<file path="src/rtl/dma_ind_pkg.sv">
package dma_ind_pkg;

  typedef enum logic [1:0] {
    STEP_KEEP  = 2'd0,
    STEP_UP    = 2'd1,
    STEP_DOWN  = 2'd2,
    STEP_KEEP2 = 2'd3
  } step_t;

  localparam logic [1:0] REG_SRC = 2'd0;
  localparam logic [1:0] REG_DST = 2'd1;
  localparam logic [1:0] REG_CNT = 2'd2;
  localparam logic [1:0] REG_CTL = 2'd3;

  localparam int CTL_EN  = 0;
  localparam int CTL_SST = 1;
  localparam int CTL_DST = 3;
  localparam int CTL_IE  = 5;
  localparam int CTL_IND = 6;

  typedef enum logic [2:0] {
    PH_IDLE,
    PH_GRANT,
    PH_FETCH,
    PH_DEREF,
    PH_STORE
  } phase_t;

endpackage

</file>
<file path="src/rtl/dma_chan_reg.sv">
module dma_chan_reg
  import dma_ind_pkg::*;
#(
  parameter int AW      = 10,
  parameter int DW      = 16,
  parameter int CW      = 8,
  parameter bit HAS_IND = 1'b0
) (
  input  logic          clk,
  input  logic          rst_n,
  input  logic          wr_en,
  input  logic [1:0]    wr_sel,
  input  logic [DW-1:0] wr_data,
  input  logic          unit_done,
  output logic [AW-1:0] src_o,
  output logic [AW-1:0] dst_o,
  output logic          ind_o,
  output logic          ie_o,
  output logic          busy_o,
  output logic          done_o,
  output logic          req_o
);

  logic [AW-1:0] src_q, dst_q;
  logic [CW-1:0] cnt_q;
  logic          en_q, ie_q, done_q;
  step_t         sst_q, dst_mode_q;
  logic          unused_wr;

  assign unused_wr = ^wr_data;

  function automatic logic [AW-1:0] advance(input logic [AW-1:0] a, input step_t m);
    case (m)
      STEP_UP:   return a + AW'(1);
      STEP_DOWN: return a - AW'(1);
      default:   return a;
    endcase
  endfunction

  always_ff @(posedge clk or negedge rst_n) begin
    if (!rst_n) begin
      src_q      <= '0;
      dst_q      <= '0;
      cnt_q      <= '0;
      en_q       <= 1'b0;
      ie_q       <= 1'b0;
      done_q     <= 1'b0;
      sst_q      <= STEP_KEEP;
      dst_mode_q <= STEP_KEEP;
    end else begin
      if (unit_done) begin
        src_q <= advance(src_q, sst_q);
        dst_q <= advance(dst_q, dst_mode_q);
        cnt_q <= cnt_q - CW'(1);
        if (cnt_q == CW'(1)) begin
          en_q   <= 1'b0;
          done_q <= 1'b1;
        end
      end else if (en_q && cnt_q == '0) begin
        en_q   <= 1'b0;
        done_q <= 1'b1;
      end
      if (wr_en) begin
        case (wr_sel)
          REG_SRC: src_q <= wr_data[AW-1:0];
          REG_DST: dst_q <= wr_data[AW-1:0];
          REG_CNT: cnt_q <= wr_data[CW-1:0];
          default: begin
            en_q       <= wr_data[CTL_EN];
            sst_q      <= step_t'(wr_data[CTL_SST +: 2]);
            dst_mode_q <= step_t'(wr_data[CTL_DST +: 2]);
            ie_q       <= wr_data[CTL_IE];
            done_q     <= 1'b0;
          end
        endcase
      end
    end
  end

  generate
    if (HAS_IND) begin : g_ind
      logic ind_q;
      always_ff @(posedge clk or negedge rst_n) begin
        if (!rst_n)                          ind_q <= 1'b0;
        else if (wr_en && wr_sel == REG_CTL) ind_q <= wr_data[CTL_IND];
      end
      assign ind_o = ind_q;
    end else begin : g_direct
      assign ind_o = 1'b0;
    end
  endgenerate

  assign src_o  = src_q;
  assign dst_o  = dst_q;
  assign ie_o   = ie_q;
  assign busy_o = en_q;
  assign done_o = done_q;
  assign req_o  = en_q && (cnt_q != '0);

endmodule

</file>
<file path="src/rtl/dma_prio_arb.sv">
module dma_prio_arb #(
  parameter int NCH = 4,
  parameter int CHW = 2
) (
  input  logic [NCH-1:0] req,
  output logic           any,
  output logic [CHW-1:0] win
);

  logic [NCH:0]   seen;
  logic [NCH-1:0] pick;

  assign seen[0] = 1'b0;

  generate
    for (genvar i = 0; i < NCH; i++) begin : g_chain
      assign pick[i]   = req[i] & ~seen[i];
      assign seen[i+1] = seen[i] | req[i];
    end
  endgenerate

  always_comb begin
    win = '0;
    for (int i = 0; i < NCH; i++) begin
      win = win | (CHW'(i) & {CHW{pick[i]}});
    end
  end

  assign any = seen[NCH];

endmodule

</file>
<file path="src/rtl/dma_indirect_engine.sv">
module dma_indirect_engine
  import dma_ind_pkg::*;
#(
  parameter int NCH = 4,
  parameter int AW  = 10,
  parameter int DW  = 16,
  parameter int CW  = 8,
  localparam int CHW = (NCH > 1) ? $clog2(NCH) : 1
) (
  input  logic           clk,
  input  logic           rst_n,
  input  logic           cfg_we,
  input  logic [CHW-1:0] cfg_ch,
  input  logic [1:0]     cfg_sel,
  input  logic [DW-1:0]  cfg_wdata,
  output logic           bus_req,
  input  logic           bus_gnt,
  output logic           mem_valid,
  input  logic           mem_ready,
  output logic           mem_we,
  output logic [AW-1:0]  mem_addr,
  output logic [DW-1:0]  mem_wdata,
  input  logic [DW-1:0]  mem_rdata,
  output logic [NCH-1:0] ch_busy,
  output logic [NCH-1:0] ch_done,
  output logic           irq
);

  logic [AW-1:0]  src_a [NCH];
  logic [AW-1:0]  dst_a [NCH];
  logic [NCH-1:0] ind_v, ie_v, req_v, unit_done;

  phase_t         ph_q;
  logic [CHW-1:0] cur_q;
  logic [AW-1:0]  ptr_q;
  logic [DW-1:0]  data_q;
  logic           any_req, hs;
  logic [CHW-1:0] win;

  assign hs = mem_valid && mem_ready;

  generate
    for (genvar i = 0; i < NCH; i++) begin : g_ch
      dma_chan_reg #(
        .AW(AW), .DW(DW), .CW(CW), .HAS_IND(i == NCH - 1)
      ) u_reg (
        .clk      (clk),
        .rst_n    (rst_n),
        .wr_en    (cfg_we && cfg_ch == CHW'(i)),
        .wr_sel   (cfg_sel),
        .wr_data  (cfg_wdata),
        .unit_done(unit_done[i]),
        .src_o    (src_a[i]),
        .dst_o    (dst_a[i]),
        .ind_o    (ind_v[i]),
        .ie_o     (ie_v[i]),
        .busy_o   (ch_busy[i]),
        .done_o   (ch_done[i]),
        .req_o    (req_v[i])
      );
      assign unit_done[i] = hs && (ph_q == PH_STORE) && (cur_q == CHW'(i));
    end
  endgenerate

  dma_prio_arb #(.NCH(NCH), .CHW(CHW)) u_arb (
    .req(req_v),
    .any(any_req),
    .win(win)
  );

  always_ff @(posedge clk or negedge rst_n) begin
    if (!rst_n) begin
      ph_q   <= PH_IDLE;
      cur_q  <= '0;
      ptr_q  <= '0;
      data_q <= '0;
    end else begin
      case (ph_q)
        PH_IDLE: if (any_req) begin
          cur_q <= win;
          ph_q  <= PH_GRANT;
        end
        PH_GRANT: if (bus_gnt) ph_q <= PH_FETCH;
        PH_FETCH: if (hs) begin
          if (ind_v[cur_q]) begin
            ptr_q <= mem_rdata[AW-1:0];
            ph_q  <= PH_DEREF;
          end else begin
            data_q <= mem_rdata;
            ph_q   <= PH_STORE;
          end
        end
        PH_DEREF: if (hs) begin
          data_q <= mem_rdata;
          ph_q   <= PH_STORE;
        end
        PH_STORE: if (hs) ph_q <= PH_IDLE;
        default:  ph_q <= PH_IDLE;
      endcase
    end
  end

  always_comb begin
    case (ph_q)
      PH_FETCH: mem_addr = src_a[cur_q];
      PH_DEREF: mem_addr = ptr_q;
      PH_STORE: mem_addr = dst_a[cur_q];
      default:  mem_addr = '0;
    endcase
  end

  assign mem_valid = (ph_q == PH_FETCH) || (ph_q == PH_DEREF) || (ph_q == PH_STORE);
  assign mem_we    = (ph_q == PH_STORE);
  assign mem_wdata = data_q;
  assign bus_req   = (ph_q != PH_IDLE);
  assign irq       = |(ch_done & ie_v);

endmodule

</file>
<file path="config.mk">
export PLATFORM = sky130hd
export DESIGN_NAME = dma_indirect_engine
export DESIGN_NICKNAME = d
export VERILOG_FILES = /design/src/rtl/dma_ind_pkg.sv /design/src/rtl/dma_chan_reg.sv /design/src/rtl/dma_prio_arb.sv /design/src/rtl/dma_indirect_engine.sv
export SDC_FILE = /design/constraint.sdc
export NUM_CORES = 1
export LEC_CHECK = 0
export BUFFER_PORTS_ARGS = -buffer_cell sky130_fd_sc_hd__buf_2
export CORE_MARGIN = 1
export CORE_UTILIZATION = 40
export CTS_BUF_LIST = sky130_fd_sc_hd__clkbuf_4 sky130_fd_sc_hd__clkbuf_8 sky130_fd_sc_hd__clkbuf_16
export DETAILED_ROUTE_END_ITERATION = 6
export HOLD_SLACK_MARGIN = 0.12
export PLACE_DENSITY = 0.64
export SLEW_MARGIN = 20
export SYNTH_ARGS = -nofsm -noshare
export SYNTH_HDL_FRONTEND = slang
export SYNTH_SLANG_ARGS = --single-unit
</file>
<file path="constraint.sdc">
create_clock -name clk -period 3.5 [get_ports clk]
set_clock_uncertainty 0.2 [all_clocks]
set_input_delay 0.35 -clock clk [delete_from_list [all_inputs] [get_ports clk]]
set_output_delay 0.35 -clock clk [all_outputs]
set_load 0.01 [all_outputs]
</file>
### After elaboration in Yosys (flattened, before gate mapping)

Cells that the tools add are included.

| word-level totals | value |
|---|---|
| register bits after elaboration | 172 |
| output and inout port bits | 38 |
| logic and storage cells | 261 |

| operators by class | value |
|---|---|
| add/subtract/negate cells | 20 |
| order comparisons | 2 |
| equality and inequality tests | 39 |
| multiplexer cells | 104 |
| bitwise gates (word level) | 14 |
| reduce and logical (&&, ||, !) cells | 45 |

Operator list:

| kind | count |
|---|---|
| $mux 10 | 28 |
| $pmux 10 s2 | 8 |
| $mux 8 | 12 |
| $add 10x1->10 const B | 8 |
| $sub 10x1->10 const B | 8 |
| $mux 16 | 3 |
| $mux 1 | 41 |
| $bmux 10 s2 | 2 |
| $eq 8x1->1 const B | 4 |
| $logic_not 8->1 | 4 |
| $pmux 16 s2 | 1 |
| $reduce_bool 8->1 | 4 |
| $sub 8x1->8 const B | 4 |
| $pmux 10 s3 | 1 |
| $eq 2x2->1 const B | 14 |
| $eq 2x1->1 const B | 11 |
| $logic_and 1x1->1 | 19 |
| $mux 3 | 6 |
| $pmux 3 s5 | 1 |
| $ne 2x2->1 const B | 5 |
| $reduce_and 2->1 | 5 |
| $eq 3x2->1 const B | 2 |
| $logic_not 2->1 | 3 |
| $reduce_and 5->1 | 1 |
| other kinds (21) | 29 |

### Logic depth before layout (Yosys ltp)

Gate-level depths: netlist of run 1.

| depth | value |
|---|---|
| depth in word-level cells | 9 |
| depth in mapped cells | 14 |

### Cells and area by module

Synthesis of run 1 repeated with hierarchy kept, for this count alone.

| second synthesis, totals | value |
|---|---|
| cells, all modules | 1,438 |
| area, all modules | 12,909.9 sq um |

By module, submodules not included:

| module | instances | cells each | area each (sq um) | seq. area each (sq um) |
|---|---|---|---|---|
| dma_chan_reg (g_ch[0].u_reg ...) | 3 | 319 | 2,707.6 | 875.8 |
| dma_chan_reg (g_ch[3].u_reg) | 1 | 315 | 2,667.6 | 900.9 |
| dma_indirect_engine | 1 | 159 | 2,084.5 | 775.7 |
| dma_prio_arb | 1 | 7 | 35.0 | 0.0 |

### Worst setup path before layout of run 1

Ideal clock, no wire load.

| timing path | value |
|---|---|
| kind | reg2reg |
| start | register g_ch[0].u_reg.dst_mode_q[0] |
| end | register g_ch[0].u_reg.dst_q[8] |
| data arrival time | 2,848 ps |
| setup slack | 316 ps |
| cell stages (with the launch flop) | 14 |
| path buffers | 2 |
| clock period less this slack | 3,184 ps |
| path through | dfrtp_1 > inv_1 > ha_1 > clkbuf_1 > buf_1 > xor2_1 > ha_1 > nor3b_1 > o21ai_0 > nand2_1 > a31o_2 > o31ai_1 > xor2_1 > o21ai_0 |

| between the ends | value |
|---|---|
| longest elaborated chain between the ends | 5 |
| elaborated cells between the ends (all ways) | 6 |

Ends and longest elaborated chain:

| what | line | source |
|---|---|---|
| from (decl) | dma_chan_reg.sv:27 | `step_t sst_q, dst_mode_q;` |
| from (signal assigned) | dma_chan_reg.sv:71 | `dst_mode_q <= step_t'(wr_data[CTL_DST +: 2]);` |
| $eq 2x2->1 or $eq 2x1->1 (tied branches) | dma_chan_reg.sv:33 | `case (m)` |
| $pmux 10 s2 (*) | dma_chan_reg.sv:33 |  |
| $mux 10 (*) | dma_chan_reg.sv:51 | `if (unit_done) begin` |
| $mux 10 | dma_chan_reg.sv:64 | `case (wr_sel)` |
| $mux 10 (*) | dma_chan_reg.sv:63 | `if (wr_en) begin` |
| to (signal assigned) | dma_chan_reg.sv:53 | `dst_q <= advance(dst_q, dst_mode_q);` |
| to (signal assigned) | dma_chan_reg.sv:66 | `REG_DST: dst_q <= wr_data[AW-1:0];` |
| to (decl) | dma_chan_reg.sv:24 | `logic [AW-1:0] src_q, dst_q;` |

Mark *: on every way between the ends. The rest lies on a longest branch, timed or not.
A chain may end at the register's enable or synchronous reset.

### Final worst setup path of run 1

| timing path | value |
|---|---|
| start | register cur_q[0] |
| end | output mem_addr[6] |

| between the ends | value |
|---|---|
| longest elaborated chain between the ends | 5 |
| elaborated cells between the ends (all ways) | 8 |

Ends and longest elaborated chain:

| what | line | source |
|---|---|---|
| from (decl) | dma_indirect_engine.sv:34 | `logic [CHW-1:0] cur_q;` |
| from (signal assigned) | dma_indirect_engine.sv:80 | `cur_q <= win;` |
| $not 2->3 (not written as such) (*) | dma_indirect_engine.sv:105, dma_indirect_engine.sv:107 |  |
| $bmux 10 s2 (on tied branches) | dma_indirect_engine.sv:107, dma_indirect_engine.sv:105 |  |
| $mux 10 (on tied branches) (2 in a row) | dma_indirect_engine.sv:107, dma_indirect_engine.sv:105 |  |
| $pmux 10 s3 (*) | dma_indirect_engine.sv:104 | `case (ph_q)` |
| to (decl) | dma_indirect_engine.sv:21 | `output logic [AW-1:0] mem_addr,` |

Mark *: on every way between the ends. The rest lies on a longest branch, timed or not. The select of a mux whose other input is x is not followed.

==> results of run 1 <==
-- where the power goes --
group / internal [W] / leakage, nW / switching [W]
Combinational: 0.00228 / 3.10 / 0.00240
Sequential: 0.00279 / 2.09 / 0.00133
Clock: 0.00128 / 0.316 / 0.000829
Total: 0.00635 / 5.51 / 0.00456
-- state kept, by name (all words and copies together) (netlist names) --
register               count
g_ch.u_reg.dst_o          40
g_ch.u_reg.src_o          40
g_ch.u_reg.cnt_q          32
mem_wdata                 16
ptr_q                     10
g_ch.u_reg.dst_mode_q      8
g_ch.u_reg.sst_q           8
g_ch.u_reg.busy_o          4
g_ch.u_reg.done_o          4
g_ch.u_reg.ie_o            4
ph_q                       3
cur_q                      2
g_ch.u_reg.ind_o           1
-- area by class of cell --
cell class,count,area (um^2),area share
timing repair buffer,120,804.5,0.05753
clock buffer,22,488.0,0.03489
multi-input combinational,1130,7584,0.5423
clock inverter,9,158.9,0.01136
sequential,172,4304,0.3078
inverter,40,150.1,0.01074
tap,396,495.5,0.03543
-- cells by family after synthesis --
kind of cell             count (synthesis)
adder cells (fa/ha/maj)                 33
flip-flops                             172
XOR/XNOR                               128
AO/OA/AOI/OAI                          376
buffers and inverters                  162
AND/OR/NAND/NOR                        498
multiplexers                            95
-- critical path, stage by stage, from the launching register on --
cell and delay (ns):
dfrtp_1 0.48, buf_4 0.42, mux4_2 0.61, mux2i_1 0.22
o21ai_0 0.10, buf_2 0.17
-- per-stage QoR --
step,utilization,area (um^2),setup slack [ns]
after floorplan,-,12540,0.3160
after global placement,0.4267,13120,0.6481
after global routing,0.4548,13980,0.3411
after CTS,0.4548,13980,0.4886
after detailed placement,0.4269,13130,0.6241
final,0.4548,13980,0.5050
-- cell usage in the layout (no fill, tap or decap), types with 29 or more instances in the layout --
| master | netlist | layout |
|---|---|---|
| a21oi_1 | 107 | 107 |
| buf_2 | 5 | 71 |
| dfrtp_1 | 172 | 172 |
| ha_1 | 33 | 33 |
| inv_1 | 40 | 40 |
| mux2_2 | 46 | 46 |
| mux2i_1 | 29 | 29 |
| nand2_1 | 166 | 166 |
| nor2_1 | 116 | 116 |
| o21ai_0 | 140 | 140 |
| xnor2_1 | 75 | 75 |
| xor2_1 | 53 | 53 |
-- synthesized netlist by cell type, drive strengths merged, types with 19 or more instances --
cell | count | share of area
inv | 40 | 0.012
nor2 | 121 | 0.038
dfrtp | 172 | 0.34
mux2i | 29 | 0.023
o21ai | 144 | 0.057
nand2 | 166 | 0.050
xnor2 | 75 | 0.052
buf | 25 | 0.012
nand3 | 23 | 0.0092
nor3 | 25 | 0.011
or3 | 19 | 0.0095
xor2 | 53 | 0.037
mux4 | 20 | 0.036
a21oi | 107 | 0.043
mux2 | 46 | 0.041
clkbuf | 97 | 0.029
ha | 33 | 0.033
-- path summary, 6_finish.rpt --
path / startpoint / endpoint / cells after the start
max in group asynchronous: rst_n / g_ch[2].u_reg.dst_mode_q[0] / 3
min in group asynchronous: rst_n / g_ch[1].u_reg.dst_o[6] / 2
min reg2reg: mem_wdata[2] / mem_wdata[2] / 1
max: cur_q[0] / mem_addr[6] / 5
max reg2reg: g_ch[2].u_reg.cnt_q[2] / ph_q[0] / 7
min: cfg_sel[1] / g_ch[0].u_reg.src_o[2] / 4
-- per-layer routing --
layer,up-vias,global-route usage,routed length (um)
met1,5213,0.3137,16140
met3,37,0.03880,2378
met4,0,0.06356,529
met2,350,0.3430,15590
li1,5183,-,-
met5,-,0,0
-- timing repair --
action                                  CTS  global route
resized for setup                         0             0
endpoints found under the setup margin    0             0
endpoints found under the hold margin   105             0
hold buffers                             21             0
==> summary.txt, run 1 <==
Routing
  – Initial DRC count: 951
  – Drt total wl: 34.63 mm
  – Antenna Nets Post-Route: 0
  – DRC Markers: 24
  – Total number of vias: between 10000 and 15000
  – 1st-pass router iterations: 7
  – Post-DR vias/cell: 5.708
  – Routed len/inst: 18.33 um

Job
  – Max-Cap Viols: 0

Yosys
  – Synth Instances: 1464
  – Seq/Total Area, Yosys: 0.3432
  – Post-Synth Simple-Gate Area: 0.2036
  – Top_reg_cell synth: dfrtp_1
  – Register bit total from synthesis: 172
  – Cell Area, Synth: around 0.013 mm^2
  – Post-synthesis mux area share: 0.1004
  – Area share of fa/ha/maj cells after synthesis: 0.03292
  – Synth Area in Compound Gates: 0.1779
  – Synth unique cells: 74
  – Syn nets: 1538
  – XOR/XNOR share of the synthesized area: 0.08939
  – EDFF count, synth: 0
  – Syn. warnings: 0
  – Largest family of logic cells by synthesized area: simple AND/OR/NAND/NOR gates
  – Post-synthesis async set-or-reset flop share: 1.000
  – Avg Inst Size Synth: 8.566 um^2

Timing
  – # setup viols final: 0
  – Post-route clock period utilization: 0.8557
  – Worst hold slack: 0.1862 ns
  – Final Max Slew Viols: 0
  – Tmin final: 2.995 ns
  – RSZ-0062 raised after global routing: false
  – Max-slew headroom: 0.3935
  – Final hold vios: 0
  – Worst-Margin Slew: 0.9064 ns
  – Total Neg Setup Slack: 0 ns
  – Fmax: 333.9 MHz

Die
  – I/O pin total: 79
  – Core area: between 0.03 and 0.04 mm^2
  – Die W: ~180 um
  – Initial core utilization: 0.4078
  – Die area: approximately 0.032 mm^2
  – Die Ht: 179.1 um
  – Row cnt: 64

Placed design
  – Post-DP HPWL: ~24 mm
  – Placed insts: 1837
  – Gp weighted congestion: 0.8989
  – Port Buffers: 72

Clock network
  – Worst skew pair latency: around 0.45 ns
  – Postcts setup bufs: 0
  – Max clock buf depth: 2
  – Root Buffer: clkbuf_16
  – H-tree levels: 4
  – Clock net sink count: about 170
  – Clock transition at path regs: 0.07 ns
  – CTS tree: built
  – CTS Buf Count: 17

Finish
  – Ant. Diodes: 0
  – P&R area growth vs syn: 11.51%
  – Layout Nets: 1555
  – Ratio of cells with drive above 1 in the final layout: 0.1480
  – FILL cells: 3003
  – Post-Layout Cell Count: 1889

Pwr
  – Power Dens Cells: just under 800 mW/mm^2
  – Design Power: 0.01092 W
  – Leakage power total: between 5 and 6 nW
  – Maximum vdd drop: 0.4145 mV

Global routing
  – Grt ovf: 0
  – Initial antenna violation count: 0
  – Largest net degree at the start of global routing: 74
  – Vias in the first global route: approximately 9900
  – Tot GR Track Use: 0.2213
  – First-pass GRT wire length: 54.37 mm

Critical path
  – Critical Path AT: 2.44 ns
  – Critical path startpoint category: flop
  – Max FO, Critical Path: 21
  – Critical path class: reg -> out
  – Reg-to-reg slack, setup: about 0.55 ns
  – CP required: 2.95 ns
  – Crit path capture type: output port

Outcome
  – Failing checks: DRC
  – Status: finished, violations left

Hold path
  – Hold Crit Class: in -> reg
(Power assumes the default switching activity.)
==> inputs of run 2 (changes only) <==
--- a/config.mk
+++ b/config.mk
@@ -7,11 +7,13 @@
 export LEC_CHECK = 0
 export BUFFER_PORTS_ARGS = -buffer_cell sky130_fd_sc_hd__buf_2
 export CORE_MARGIN = 1
-export CORE_UTILIZATION = 40
+export CORE_UTILIZATION = 25
 export CTS_BUF_LIST = sky130_fd_sc_hd__clkbuf_4 sky130_fd_sc_hd__clkbuf_8 sky130_fd_sc_hd__clkbuf_16
 export DETAILED_ROUTE_END_ITERATION = 6
 export HOLD_SLACK_MARGIN = 0.12
-export PLACE_DENSITY = 0.64
+export MAX_ROUTING_LAYER = met4
+export PLACE_DENSITY = 0.48
+export RECOVER_POWER = 50
 export SLEW_MARGIN = 20
 export SYNTH_ARGS = -nofsm -noshare
 export SYNTH_HDL_FRONTEND = slang
==> summary.txt, run 2 (synthesis gave the netlist of run 1 again) <==
Outcome
  – Status: finished, violations left
  – Failing checks: capacitance limit, slew limit

Critical path
  – Critical Path AT: 2.48 ns (+0.04 ns)
  – Critical path startpoint category: flop
  – CP required: 2.95 ns (about the same)
  – Crit path capture type: output port
  – Max FO, Critical Path: 23 (+9.5%)
  – Reg2Reg Depth: 7 (unchanged)
  – Critical path class: reg -> out

Clock network
  – Postcts setup bufs: 0 (unchanged)
  – CTS Buf Count: 17 (unchanged)
  – Clock transition at path regs: 0.08 ns (about the same)
  – Worst skew pair latency: 0.46 ns (about the same)
  – Max clock buf depth: 2 (unchanged)
  – Root Buffer: clkbuf_16
  – CTS tree: built
  – H-tree levels: 4 (unchanged)
  – Clock net sink count: 172 (unchanged)
  – PostCTS Resize Cnt: 0 (unchanged)

Finish
  – Sequential cell area: 0.004304 mm^2 (unchanged)
  – Area of the multi-input gates: 0.007585 mm^2 (about the same)
  – P&R area growth vs syn: 13.26%
  – FILL cells: 5285 (+76%)
  – Final Util: 0.2884 (-0.1664)
  – Final instance area: 0.01420 mm^2 (+1.6%)
  – Ratio of cells with drive above 1 in the final layout: 0.1324 (-0.01558)
  – Most frequent cells in the layout: dfrtp_1, nand2_1, o21ai_0
  – Layout Nets: 1557 (+0.13%)
  – Most common cell after layout, fill and taps aside: dfrtp_1

Timing
  – Fmax: 329.7 MHz (-1.3%)
  – # setup viols final: 0 (unchanged)
  – Final hold vios: 0 (unchanged)
  – Final Max Slew Viols: 76 (+76)
  – Worst hold slack: 0.1786 ns (-0.007607 ns)
  – Worst-Margin Slew: 2.199 ns (+1.292 ns)
  – Post-route clock period utilization: 0.8666 (+0.01086)
  – RSZ-0062 raised after global routing: false
  – Max-slew headroom: -0.4658 (-0.8594)
  – Tmin final: 3.033 ns (+0.03801 ns)
  – Total Neg Setup Slack: 0 ns (unchanged)

Die
  – Row cnt: 81 (+27%)
  – Die W: 226.0 um (+26%)
  – Core area: 0.04925 mm^2 (+60%)
  – Initial core utilization: 0.2546 (-0.1532)
  – I/O pin total: 79 (unchanged)
  – Die Ht: 226.0 um (+26%)
  – Die area: 0.05106 mm^2 (+59%)

Global routing
  – Initial antenna violation count: 4 (+4)
  – Vias in the first global route: 10040 (+1.5%)
  – Grt ovf: 0 (unchanged)
  – Largest net degree at the start of global routing: 77 (+4.1%)
  – Tot GR Track Use: 0.1569 (-0.06439)
  – First-pass GRT wire length: 59.65 mm (+9.7%)

Job
  – Max-Cap Viols: 1 (+1)

Placed design
  – Post-DP HPWL: 26.57 mm (+13%)
  – Gp weighted congestion: 0.8649 (-3.8%)
  – Port Buffers: 72 (unchanged)
  – Placed instance area: 0.01347 mm^2 (+2.6%)

Pwr
  – Leakage power total: 5.386 nW (-2.2%)
  – Design Power: 0.01071 W (-1.9%)
  – Power Dens Cells: 753.8 mW/mm^2 (-3.4%)
  – Maximum vdd drop: 0.3186 mV (-23%)

Routing
  – Post-DR vias/cell: 4.922 (-14%)
  – Initial DRC count: 766 (-19%)
  – Routed len/inst: 17.50 um (-4.6%)
  – DRC Markers: 0 (-100%)
  – Drt total wl: 37.84 mm (+9.3%)
  – Total number of vias: 10650 (-1.3%)
  – Antenna Nets Post-Route: 0 (unchanged)
  – 1st-pass router iterations: 5 (-2)

Hold path
  – Hold Crit Depth: 3 (-1)
  – Hold Crit Class: in -> reg
[run 2: cell types whose count changed in the layout (fill, tap and decap cells not counted), sizes merged]
cell,previous run,this run
buf,99,70
clkbuf,22,49
inv,41,47
diode,0,4
bufinv,4,1
clkinv,3,4
[run 2: metrics by stage]
| stage | setup slack (ns) | instances |
|---|---|---|
| after floorplan | 0.3160 | 1464 |
| after global placement | 0.6255 | 2107 |
| after detailed placement | 0.6048 | 2107 |
| after CTS | 0.4087 | 2159 |
| after global routing | 0.2562 | 2163 |
| final | 0.4670 | 2163 |
[run 2: critical path: stages (launching register included)]
cell	delay (ns)
dfrtp_1	0.40
buf_4	0.42
mux4_2	0.62
mux2i_1	0.25
o21ai_0	0.14
buf_2	0.17
[run 2: worst paths after layout]
check	startpoint	endpoint	slack [ns]
worst min register to register	mem_wdata[1]	mem_wdata[1]	0.31
max in group asynchronous	rst_n	g_ch[1].u_reg.cnt_q[5]	0.69
min in group asynchronous	rst_n	g_ch[2].u_reg.cnt_q[5]	0.86
worst min-delay path	cfg_wdata[0]	g_ch[3].u_reg.src_o[0]	0.18
worst max register to register	g_ch[2].u_reg.cnt_q[2]	ph_q[0]	0.56
worst max-delay path	cur_q[0]	mem_addr[1]	0.47
[run 2: per-layer routing]
metal / share of wire / vias to the layer above / GRT usage
met5: 0 / - / -
met4: 0.015 / 0 / 0.04740
met3: 0.041 / 31 / 0.02355
met2: 0.43 / 236 / 0.2320
met1: 0.51 / 5185 / 0.2191
li1: - / 5195 / -
[run 2: what timing repair did]
item / in CTS / in global routing
endpoints found under the hold margin: 110 / 0
hold buffers: 21 / 0
setup endpoints to repair: 0 / 0
[run 2: area by class of cell]
class / instances / area share
inverters: 40 / 0.01057
multi-input cells: 1130 / 0.5340
well taps: 664 / 0.05849
clock inverters: 13 / 0.009161
flip-flops and latches: 172 / 0.3030
diodes: 4 / 0.0007047
clock buffers: 18 / 0.03092
repair buffers: 122 / 0.05312
[run 2: where the power goes]
part / switching [W] / internal (W) / leakage (nW) / total [W]
Combinational: 0.00245 / 0.00224 / 3.02 / 0.00469
Clock: 0.000896 / 0.00101 / 0.279 / 0.00191
Sequential: 0.00132 / 0.00279 / 2.09 / 0.00411
